[src/rtl/flagmove_unit.sv]
module flagmove_unit #(
  parameter int XLEN = 64,
  parameter int IMMW = 11
) (
  input  logic            clk,
  input  logic            rst_n,
  input  logic            in_valid,
  input  logic [31:0]     instr,
  input  logic [3:0]      flags_narrow,
  input  logic [3:0]      flags_wide,
  input  logic [XLEN-1:0] src_val,
  output logic            out_valid,
  output logic            wr_en,
  output logic [4:0]      wr_idx,
  output logic [XLEN-1:0] wr_data,
  output logic            illegal
);
  localparam int EXTW = XLEN - IMMW;

  logic       is_mine;
  logic [2:0] ccsel;
  logic       sel_ok;
  logic [3:0] fl;
  logic       n, z, v, c;
  logic       base, hit;
  logic [XLEN-1:0] operand;

  assign is_mine = (instr[31:30] == 2'b10) && (instr[24:19] == 6'b101100);
  assign ccsel   = {instr[18], instr[12], instr[11]};
  assign sel_ok  = (ccsel == 3'b100) || (ccsel == 3'b110);
  assign fl      = ccsel[1] ? flags_wide : flags_narrow;
  assign {n, z, v, c} = fl;

  always_comb begin
    case (instr[16:14])
      3'd0:    base = 1'b0;
      3'd1:    base = z;
      3'd2:    base = z | (n ^ v);
      3'd3:    base = n ^ v;
      3'd4:    base = c | z;
      3'd5:    base = c;
      3'd6:    base = n;
      default: base = v;
    endcase
  end

  assign hit     = base ^ instr[17];
  assign operand = instr[13] ? {{EXTW{instr[IMMW-1]}}, instr[IMMW-1:0]} : src_val;

  always_ff @(posedge clk) begin
    if (!rst_n) begin
      out_valid <= 1'b0;
      wr_en     <= 1'b0;
      illegal   <= 1'b0;
    end else begin
      out_valid <= in_valid;
      wr_en     <= in_valid && is_mine && sel_ok && hit && (instr[29:25] != 5'd0);
      illegal   <= in_valid && is_mine && !sel_ok;
    end
  end

  always_ff @(posedge clk) begin
    if (in_valid) begin
      wr_idx  <= instr[29:25];
      wr_data <= operand;
    end
  end
endmodule

[config.mk]
export PLATFORM = sky130hd
export DESIGN_NAME = flagmove_unit
export DESIGN_NICKNAME = d
export VERILOG_FILES = /design/src/rtl/flagmove_unit.sv
export SDC_FILE = /design/constraint.sdc
export NUM_CORES = 1
export LEC_CHECK = 0
export BUFFER_PORTS_ARGS = -buffer_cell sky130_fd_sc_hd__buf_2
export CAP_MARGIN = 5
export CORE_MARGIN = 3
export CORE_UTILIZATION = 39
export DETAILED_ROUTE_END_ITERATION = 7
export GPL_TIMING_DRIVEN = 1
export PLACE_DENSITY = 0.87
export SLEW_MARGIN = 5
export SYNTH_ARGS = -nofsm -noshare
export SYNTH_HDL_FRONTEND = slang
export SYNTH_SLANG_ARGS = --single-unit
[constraint.sdc]
create_clock -name clk -period 1.3 [get_ports clk]
set_input_delay 0.195 -clock clk [delete_from_list [all_inputs] [get_ports clk]]
set_output_delay 0.195 -clock clk [all_outputs]
set_load 0.005 [all_outputs]
== Word level (Yosys, flattened, before mapping) ==
Cells that the tools add are included.

* Equal/unequal tests: 10
* Multiplexer cells: 3
* Bitwise logic cells: 4
* Reduce and logical (&&, ||, !) cells: 10

{| class="wikitable"
|+ Operators with widths
! cell !! count
|-
| 64-bit 2-to-1 mux || 1
|-
| 3-bit == test (second input constant) || 5
|-
| 1-bit case mux with 7 select lines || 1
|-
| 3-bit by 2-bit == test with 1-bit output (second input constant) || 2
|-
| 6-bit == test (second input constant) || 1
|-
| 1-bit logical AND || 6
|-
| 5-bit nonzero test || 1
|-
| 4-bit 2-to-1 mux || 1
|-
| 3-bit by 1-bit == test with 1-bit output (second input constant) || 1
|-
| 3-bit zero test || 1
|-
| 2-bit == test (second input constant) || 1
|-
| 1-bit OR || 2
|-
| 1-bit bitwise XOR || 2
|-
| 1-bit zero test || 1
|-
| 1-bit logical OR || 1
|}

* Flip-flop bits (word level): 72
* Input port bits: 107
* Output and inout port bits: 72
* Logic and storage cells: 32

== Longest topological paths before layout ==
Gate-level depths: netlist (run 1).

* Depth in word-level cells: 7
* Gate-level depth with buffers: 5
* Gate-level depth less buffers: 5

== Least setup slack after synthesis (run 1) ==
No wires, ideal clock.

* Kind: input -> register
* Start point: in instr[13]
* End point: reg wr_data[4], data pin
* Library setup time: 0.260 ns
* Arrival: 1.038 ns
* Required time: 1.040 ns
* Path slack: 0.002 ns
* Stages: 3
* Path buffers: 2
* Cells stage by stage: clkbuf_1 -> buf_2 -> mux2_2

* Word-level cells in the longest chain between the ends: 1

{| class="wikitable"
|+ RTL lines
! element !! RTL line !! text
|-
| start, declared || 8 || <nowiki>input logic [31:0] instr,</nowiki>
|-
| 64-bit 2-to-1 mux || 48 || <nowiki>assign operand = instr[13] ? {{EXTW{instr[IMMW-1]}}, instr[IMMW-1:0]} : src_val;</nowiki>
|-
| named net operand[4] || 26 || <nowiki>logic [XLEN-1:0] operand;</nowiki>
|-
| end signal, assigned || 65 || <nowiki>wr_data <= operand;</nowiki>
|-
| end, declared || 15 || <nowiki>output logic [XLEN-1:0] wr_data,</nowiki>
|}

The timed path passes the listed nets, and every way through them passes these cells.
A chain may end at the register's enable or synchronous reset.

== Final worst setup path (run 1) ==
* Start point: in instr[12]
* End point: reg wr_en

* Word-level cells in the longest chain between the ends: 7
* Elaborated cells between the ends (all ways): 12
* Classes of those cells: eq/ne: 2; mux: 2; bitwise: 4; reduce/logical: 4

{| class="wikitable"
|+ RTL lines
! element !! RTL line !! text
|-
| 4-bit 2-to-1 mux || 31 || <nowiki>assign fl = ccsel[1] ? flags_wide : flags_narrow;</nowiki>
|-
| 1-bit bitwise XOR || 38, 39 ||
|-
| 1-bit OR || 38 || <nowiki>3'd2: base = z | (n ^ v);</nowiki>
|-
| 1-bit case mux with 7 select lines || 35 || <nowiki>case (instr[16:14])</nowiki>
|-
| 1-bit bitwise XOR || 47 || <nowiki>assign hit = base ^ instr[17];</nowiki>
|-
| 1-bit logical AND * (2 in series) || 57 || <nowiki>wr_en <= in_valid && is_mine && sel_ok && hit && (instr[29:25] != 5'd0);</nowiki>
|-
| end signal, assigned || 57 ||
|-
| end, declared || 13 || <nowiki>output logic wr_en,</nowiki>
|}

Every way passes the cells marked *; elsewhere a longest branch is shown, timed or not.

==> results of run 1 <==
## flip-flops by register name, indices dropped and copies added (netlist names)
signal     flops
wr_en          1
out_valid      1
illegal        1
wr_idx         5
wr_data       64
## critical path: cells and delay by family
family,cells,cell delay (ns)
compound gates,4,0.69
mux,1,0.13
buf+inv,2,0.26
## final cells by class
class | instances | area (µm²)
repair buffers | 188 | 1020
clock buffers | 15 | 156
clock inverters | 1 | 5.00
fillers | 622 | 3100
multi-input cells | 89 | 594
flip-flops and latches | 72 | 2130
well taps | 99 | 124
inverters | 55 | 206
## worst max-delay path by stage
| stage | startpoint | endpoint | slack, ns |
|---|---|---|---|
| floorplan | instr[13] | wr_data[4]$_DFFE_PP_ | 0.002 |
| global placement | instr[12] | wr_en$_SDFF_PN0_ | -0.05 |
| detailed placement | instr[12] | wr_en$_SDFF_PN0_ | -0.11 |
| CTS | wr_data[15]$_DFFE_PP_ | wr_data[15] | 0.22 |
| global route | instr[12] | wr_en$_SDFF_PN0_ | 0.14 |
| finish | instr[12] | wr_en$_SDFF_PN0_ | 0.23 |
## power groups by stage
stage	sequential, µW	combinational, µW	clock [µW]
after detailed placement	2880	709	0
after global placement	2870	680	0
after global routing	2840	780	1610
after floorplan	2910	183	0
final	2830	701	1460
after CTS	2830	711	1510
## cells in the final DEF (no fill, tap or decap), types with 3 or more instances in the layout
cell and count:
mux2_2 11, dfxtp_1 3, buf_12 4, inv_1 55
buf_4 6, xnor2_1 3, edfxtp_1 69, buf_2 178
o21ai_0 55, clkbuf_8 10, clkbuf_1 5
## cells by family after synthesis
logic type,Yosys count
AO/OA/AOI/OAI,60
buffers and inverters,67
multiplexers,14
XOR/XNOR,3
flip-flops,72
AND/OR/NAND/NOR,12
## per-layer routing
| layer | GRT usage | vias up | part of all wire |
|---|---|---|---|
| met5 | 0 | - | 0 |
| met4 | 0.0635 | 0 | 0.013 |
| met3 | 0.0539 | 8 | 0.10 |
| met2 | 0.304 | 141 | 0.53 |
| met1 | 0.166 | 1094 | 0.36 |
| li1 | - | 1153 | - |
## per-stage QoR
step / setup slack, ns / total power (µW) / hold slack, ns / instances
final: 0.232 / 4990 / 0.0626 / 519
after global routing: 0.144 / 5230 / 0.0414 / 519
after CTS: 0.219 / 5060 / 0.0396 / 519
after detailed placement: -0.109 / 3590 / 0.389 / 503
after global placement: -0.0458 / 3550 / 0.387 / 503
after floorplan: 0.00224 / 3090 / 0.289 / 228
==> impl_metrics.yaml, run 1 <==
drt:
  wl_per_cell_um: 14.0
  drt_iter0_drc: 63
  detail-route-antenna-nets: 0
  drt_wl_total_um: 7270
  routed_via_density: 4.62
  drc: 0
  dr.pass1.iters: 5
  vias: 2396
synthesis:
  ys.flop_type: "edfxtp_1"
  ys_seq_elements: 72
  postSynthAreaPerCell_um2: 13.1
  synth_top_area_cell: "edfxtp_1"
  ys_async_sr_fraction: 0
  yosysWarnings: 0
  synth.most_common_cell: "edfxtp_1"
  synth_xor_area_frac: 0.00882
  synth_top_family_by_area: "compound AO/OA/AOI/OAI gates"
  synth-edff-count: 69
  synth_top_area_frac: 0.696
  synthSimpleGateAreaFrac: 0.0248
  ys_types: 23
  synth_adder_area_share: 0
  synth_area_leaders: "edfxtp_1 70%, o21ai_0 9.2%, inv_1 6.9%"
  synth_common_cells: "69 x edfxtp_1, 55 x inv_1, 55 x o21ai_0"
  synth_cells: 228
  syn_area_um2: 2980
  synthMuxAreaShare: 0.0559
  synth_compound_area_frac: 0.110
  ys_seq_area_frac: 0.716
  synth_nets: 335
pwr:
  combPwrFrac: 0.141
  power.switching_uw: 1100
  total_leakage_power_uw: 0.00203
  intPower_uw: 3890
  switching_share: 0.220
  seqPwrFrac: 0.567
  vdd_drop_max_uv: 830
  power.share.clock: 0.292
  powerDensity_nw_per_um2: 1180
min_path:
  worstHoldStart: "instr[27]"
  hold_path_depth: 1
  holdPathEnd: "wr_idx[2]$_DFFE_PP_"
  hold_path_class: "in -> reg"
clocking:
  cts_tree: "done"
  cts_sinks: 72
  clkTransAtPathRegs_ns: 0.07
  cts.path.max_buffers: 2
  cts_made_buffers: 9
  postCtsSetupRepairBufs: 0
  cts-htree-levels: 3
  cts-root-buf: "clkbuf_8"
  cts_resized: 0
  hold_buffers: 0
sta:
  tightest_slew_ns: 0.337
  setup_violations: 0
  fin_crit_sh: 0.821
  max_freq_mhz: 937
  fin_setup_tns_ns: 0
  rsz0062_at_grt: "false"
  maxSlewHeadroom: 0.772
  fin_crit_ns: 1.07
  hold_violations: 0
  slew_violations: 0
worst_setup_path:
  critical_path_class: "in -> reg"
  cpPeakStageDelay_ns: 0.24
  cp_common_cell: "o21a_1"
  cp_data_arrival_time_ns: 1.28
  cp_cell_sequence: "buf_2, buf_4, mux2i_1, o21ai_0, o22ai_2, o21a_1, o21a_1"
  end_kind: "flop"
  path_max_fanout: 3
  crit_path_top_delay_cell: "o21ai_0"
  cp.required_ns: 1.52
  start_kind: "input port"
floorplan:
  die_w_um: 93.4
  die_h_um: 93.4
  core_um2: 7330
  pin_count: 179
  die_area_um2: 8720
  rows: 31
  initial_core_util: 0.406
placement:
  dp_hpwl_um: 5700
  io_buffers: 178
  placed_area_um2: 4070
  place.gp.congestion: 0.692
layout:
  finalNetCount: 522
  drive_gt1_frac: 0.507
  stdcell_area_um2: 4230
  area_growth_pct: 42.1
  insertedDiodeCount: 0
  final_util: 0.578
run_status:
  status: "finished, final reports clean"
grt:
  overflow: 0
  grt_pass1_vias: 2414
  grt_usage: 0.163
  antenna_found_initial: 0
  grt_max_degree: 44
  grt_pass1_wl_um: 10900
run:
  max-cap-violations: 0
Note: power is estimated with default switching activity, not from simulation.
==> run 2, diff against run 1 <==
Settings changed: CORE_UTILIZATION 39 to 43, PLACE_DENSITY 0.87 to 0.91.
Clock period 1.3 ns to 1 ns, I/O delays scaled along.
==> impl_metrics.yaml, run 2 (same netlist as run 1, synthesis figures left out) <==
sta:
  maxSlewHeadroom: 0.771
  tightest_slew_ns: 0.338
  holdWs_ns: 0.0204
  setup_violations: 1
  hold_violations: 0
  slew_violations: 0
  fin_crit_sh: 1.00
  max_freq_mhz: 999
  rsz0062_at_grt: "true"
  setup_ws_ns: -0.00123
  fin_setup_tns_ns: -0.00123
  fin_crit_ns: 1.00
grt:
  grt_usage: 0.174
  grt_max_degree: 35
  antenna_found_initial: 0
  grt_pass1_wl_um: 10300
  use_met1: 0.179
  overflow: 0
  met2_usage: 0.320
  grt_pass1_vias: 2283
  top_usage_layer: "met2"
  use_met3: 0.0498
floorplan:
  initial_core_util: 0.456
  die_w_um: 89.2
  die_h_um: 89.2
  rows: 29
  core_um2: 6530
  die_area_um2: 7960
  pin_count: 179
drt:
  detail-route-antenna-nets: 0
  drt_iter0_drc: 56
  vias: 2396
  drt_wl_total_um: 7330
  drc: 0
  routed_via_density: 4.71
  wl_per_cell_um: 14.4
  dr.pass1.iters: 4
layout:
  reg_top3: "wr_data: 64 flops, wr_idx: 5 flops"
  stdcell_area_um2: 4400
  multiInputGateArea_um2: 637
  largest_reg_flops: 64
  top_register: "wr_data"
  fillCellCount: 501
  layout_common_cells: "177 x buf_2, 69 x edfxtp_1, 55 x inv_1, 54 x o21ai_0, 13 x buf_4"
  finalNetCount: 534
  final_common_cell: "buf_2"
  area_growth_pct: 47.6
  drive_gt1_frac: 0.532
  insertedDiodeCount: 0
  seq_area_um2: 2130
  instances_no_fill: 509
worst_setup_path:
  critical_path_class: "reg -> out"
  crit_family: "flip-flops"
  start_kind: "flop"
  end_kind: "output pin"
  cp_num_buf_inv: 1
  cp_data_arrival_time_ns: 0.85
  cp_cell_sequence: "buf_2"
  cp.required_ns: 0.85
  crit_path_top_delay_cell: "edfxtp_1"
  path_max_fanout: 1
  cpPeakStageDelay_ns: 0.38
placement:
  placed_area_um2: 4090
  dp_hpwl_um: 5600
  io_buffers: 178
  place.gp.congestion: 0.740
  dpl.cell_count: 488
clocking:
  cts_sinks: 72
  cts-root-buf: "clkbuf_8"
  cts_made_buffers: 9
  cts-htree-levels: 3
  cts_tree: "done"
  cts.path.max_buffers: 2
  clkTransAtPathRegs_ns: 0.07
  postCtsSetupRepairBufs: 0
run_status:
  violations: "negative setup slack"
  status: "finished, violations left"
pwr:
  vdd_drop_max_uv: 923
  total_leakage_power_uw: 0.00211
  powerDensity_nw_per_um2: 1600
run:
  max-cap-violations: 0
min_path:
  hold_path_class: "in -> reg"
run 2: cell count changes in the layout (fill, tap and decap cells not counted), sizes merged:
cell         change
buf              +7
clkbuf           -6
bufinv           +2
dlygate4sd3      +5
clkinv           +3
clkinvlp         +1
run 2: through the flow:
step / utilization / setup WS (ns) / power (µW)
floorplan: - / -0.107 / 4030
global placement: 0.625 / -0.271 / 4620
detailed placement: 0.625 / -0.364 / 4670
CTS: 0.665 / -0.0215 / 7100
global route: 0.673 / -0.0445 / 7390
finish: 0.673 / -0.00123 / 7060
run 2: final timing paths:
check / startpoint / endpoint / depth (start not counted)
setup / recovery: wr_data[54]$_DFFE_PP_ / wr_data[54] / 1
hold / removal: instr[29] / wr_idx[4]$_DFFE_PP_ / 1
run 2: power by group:
group | switching, µW | internal (µW)
registers | 59.9 | 3610
logic | 461 | 516
clock network | 1030 | 1380
run 2: layout make-up:
| class | count | area share |
|---|---|---|
| Sequential cell | 72 | 0.485 |
| Timing Repair Buffer | 200 | 0.254 |
| Multi-Input combinational cell | 89 | 0.145 |
| Inverter | 55 | 0.0469 |
| Clock buffer | 9 | 0.0282 |
| Tap cell | 77 | 0.0219 |
| Clock inverter | 7 | 0.0196 |
run 2: routing by layer:
layer	routed length [µm]	up-vias
li1	-	1177
met1	2530	1073
met2	3970	123
met3	609	23
met4	224	0
met5	0	-
run 2: timing repair:
item / in CTS / in global routing
hold buffers: 3 / 2
pin swaps: 0 / 4
resized for setup: 4 / 8
setup endpoints to repair: 18 / 63
endpoints found under the hold margin: 3 / 2
==> run 3, diff against run 2 <==
Settings changed: ABC_AREA set to 1, PLACE_DENSITY 0.91 to 0.9.
==> impl_metrics.yaml, run 3 <==
placement:
  io_buffers: 178
  place.gp.congestion: 0.838
  dp_hpwl_um: 6380
  placed_area_um2: 4140
synthesis:
  synth_top_area_cell: "edfxtp_1"
  ys.flop_type: "edfxtp_1"
  synth_common_cells: "69 x edfxtp_1, 66 x inv_1, 54 x o21ai_0"
  postSynthAreaPerCell_um2: 11.4
  ys_seq_area_frac: 0.703
  ys_async_sr_fraction: 0
  synth_cells: 267
  ys_types: 17
  synth_area_leaders: "edfxtp_1 68%, o21ai_0 8.9%, inv_1 8.2%"
  ys_seq_elements: 72
  synth_top_area_frac: 0.683
  synth_nets: 374
  syn_area_um2: 3030
  yosysWarnings: 0
  synth.most_common_cell: "edfxtp_1"
  synth-edff-count: 69
clocking:
  cts_sinks: 72
  cts-htree-levels: 3
  cts_tree: "done"
  cts-root-buf: "clkbuf_8"
  clkTransAtPathRegs_ns: 0.08
  postCtsSetupRepairBufs: 0
  cts_made_buffers: 9
  cts.path.max_buffers: 2
layout:
  top_register: "wr_data"
  largest_reg_flops: 64
  finalNetCount: 562
  reg_top3: "wr_data: 64 flops, wr_idx: 5 flops"
  drive_gt1_frac: 0.466
  stdcell_area_um2: 4310
  final_common_cell: "buf_2"
  area_growth_pct: 42.2
  layout_common_cells: "176 x buf_2, 69 x edfxtp_1, 66 x inv_1, 54 x o21ai_0, 33 x nand2_1"
  fillCellCount: 524
pwr:
  total_leakage_power_uw: 0.00216
  combPwrFrac: 0.144
  power.share.clock: 0.292
  switching_share: 0.240
  power.switching_uw: 1560
  intPower_uw: 4960
  seqPwrFrac: 0.564
  vdd_drop_max_uv: 710
  powerDensity_nw_per_um2: 1510
  power_uw: 6520
drt:
  drt_wl_total_um: 8170
  dr_wl_met3_um: 705
  dr.pass1.iters: 4
  top_layer_used: "met4"
  wl_per_cell_um: 14.8
  drc: 0
  drt_iter0_drc: 136
  detail-route-antenna-nets: 0
  routed_via_density: 4.64
  met2_length_um: 4210
  wl_met1_um: 3150
  vias: 2567
grt:
  overflow: 0
  grt_pass1_vias: 2595
  grt_pass1_wl_um: 12700
  grt_max_degree: 41
  grt_usage: 0.200
  antenna_found_initial: 0
worst_setup_path:
  critical_path_class: "reg -> out"
  cp_data_arrival_time_ns: 0.87
  crit_path_top_delay_cell: "edfxtp_1"
  cp_cell_sequence: "buf_2"
  cp.required_ns: 0.85
  path_max_fanout: 1
  end_kind: "output pin"
  cp_num_buf_inv: 1
  crit_family: "flip-flops"
  start_kind: "flop"
  cpPeakStageDelay_ns: 0.39
floorplan:
  core_um2: 6600
  die_area_um2: 8100
  die_w_um: 90.0
  initial_core_util: 0.459
  die_h_um: 90.0
  rows: 29
  pin_count: 179
min_path:
  worstHoldStart: "instr[18]"
  hold_path_depth: 2
  holdPathEnd: "illegal$_SDFF_PN0_"
  hold_path_class: "in -> reg"
sta:
  hold_violations: 0
  maxSlewHeadroom: 0.759
  max_freq_mhz: 980
  fin_crit_sh: 1.02
  setup_violations: 6
  rsz0062_at_grt: "true"
  setup_ws_ns: -0.0205
  tightest_slew_ns: 0.359
  slew_violations: 0
  fin_crit_ns: 1.02
run_status:
  violations: "negative setup slack"
  status: "finished, violations left"
run:
  max-cap-violations: 0
[run 3: changes by cell type in the layout (fill, tap and decap cells not counted), sizes merged, moves of 2 or more]
| cell | change |
|---|---|
| buf | -8 |
| bufinv | -2 |
| dlygate4sd3 | -3 |
| inv | +13 |
| mux2i | -2 |
| nand2 | +32 |
| nand3 | +6 |
| nor2 | +3 |
| nor4bb | -2 |
| o21a | -2 |
| xnor2 | -3 |
[run 3: worst max-delay path by stage]
| stage | startpoint | to | slack [ns] | depth (start not counted) |
|---|---|---|---|---|
| 3_5_place_dp | instr[13] | wr_data[34]$_DFFE_PP_ | -0.08 | 4 |
| 2_1_floorplan | instr[13] | wr_data[11]$_DFFE_PP_ | -0.04 | 4 |
| 5_1_grt | wr_data[25]$_DFFE_PP_ | wr_data[25] | -0.07 | 1 |
| 3_3_place_gp | instr[13] | wr_data[2]$_DFFE_PP_ | -0.03 | 3 |
| 6_report | wr_data[25]$_DFFE_PP_ | wr_data[25] | -0.02 | 1 |
| 4_1_cts | wr_data[61]$_DFFE_PP_ | wr_data[61] | -0.05 | 1 |
[run 3: routing by layer]
metal  vias up  global-route usage
met1      1165               0.222
met5         -                   0
li1       1255                   -
met4         0              0.0599
met2       137               0.358
met3        10              0.0718
[run 3: repair_timing]
item                                    CTS  global route
pin swaps                                 0             2
hold buffers                              2             0
endpoints found under the setup margin   37            66
endpoints found under the hold margin     2             0
resized for setup                         0             1
[run 3: per-stage QoR]
stage                      util  hold slack, ns  setup TNS (ns)  std cells  setup WS (ns)
after floorplan               -           0.244           -2.23        267        -0.0447
after global placement    0.627           0.349           -1.28        537        -0.0343
after detailed placement  0.627           0.348           -2.26        537        -0.0849
after CTS                 0.654        0.000424          -0.448        554        -0.0500
after global routing      0.653        0.000250           -1.75        552        -0.0692
final                     0.653          0.0220         -0.0717        553        -0.0205
[run 3: cell type report]
| class | count | area (µm²) | area share |
|---|---|---|---|
| Clock inverter | 6 | 36.3 | 0.00841 |
| Tap cell | 93 | 116 | 0.0270 |
| Sequential cell | 72 | 2130 | 0.494 |
| Inverter | 67 | 251 | 0.0583 |
| Antenna cell | 1 | 2.50 | 0.000580 |
| Multi-Input combinational cell | 116 | 604 | 0.140 |
| Clock buffer | 9 | 124 | 0.0287 |
| Timing Repair Buffer | 189 | 1050 | 0.243 |
[run 3: kinds of logic (layout without fill, tap and decap cells)]
| kind of cell | after synthesis | in the layout | synth area share |
|---|---|---|---|
| buf+inv | 79 | 271 | 0.0986 |
| flops | 72 | 72 | 0.703 |
| compound gates | 56 | 56 | 0.0924 |
| simple gates | 50 | 50 | 0.0689 |
| mux | 10 | 10 | 0.0371 |
| other cells | 0 | 1 | 0 |
[run 3: power by group through the flow]
stage,logic [µW],registers [µW],clock network [µW]
detailed placement,944,3750,0
global placement,901,3730,0
CTS,951,3680,1970
floorplan,246,3780,0
finish,939,3680,1910
global route,1040,3700,2090
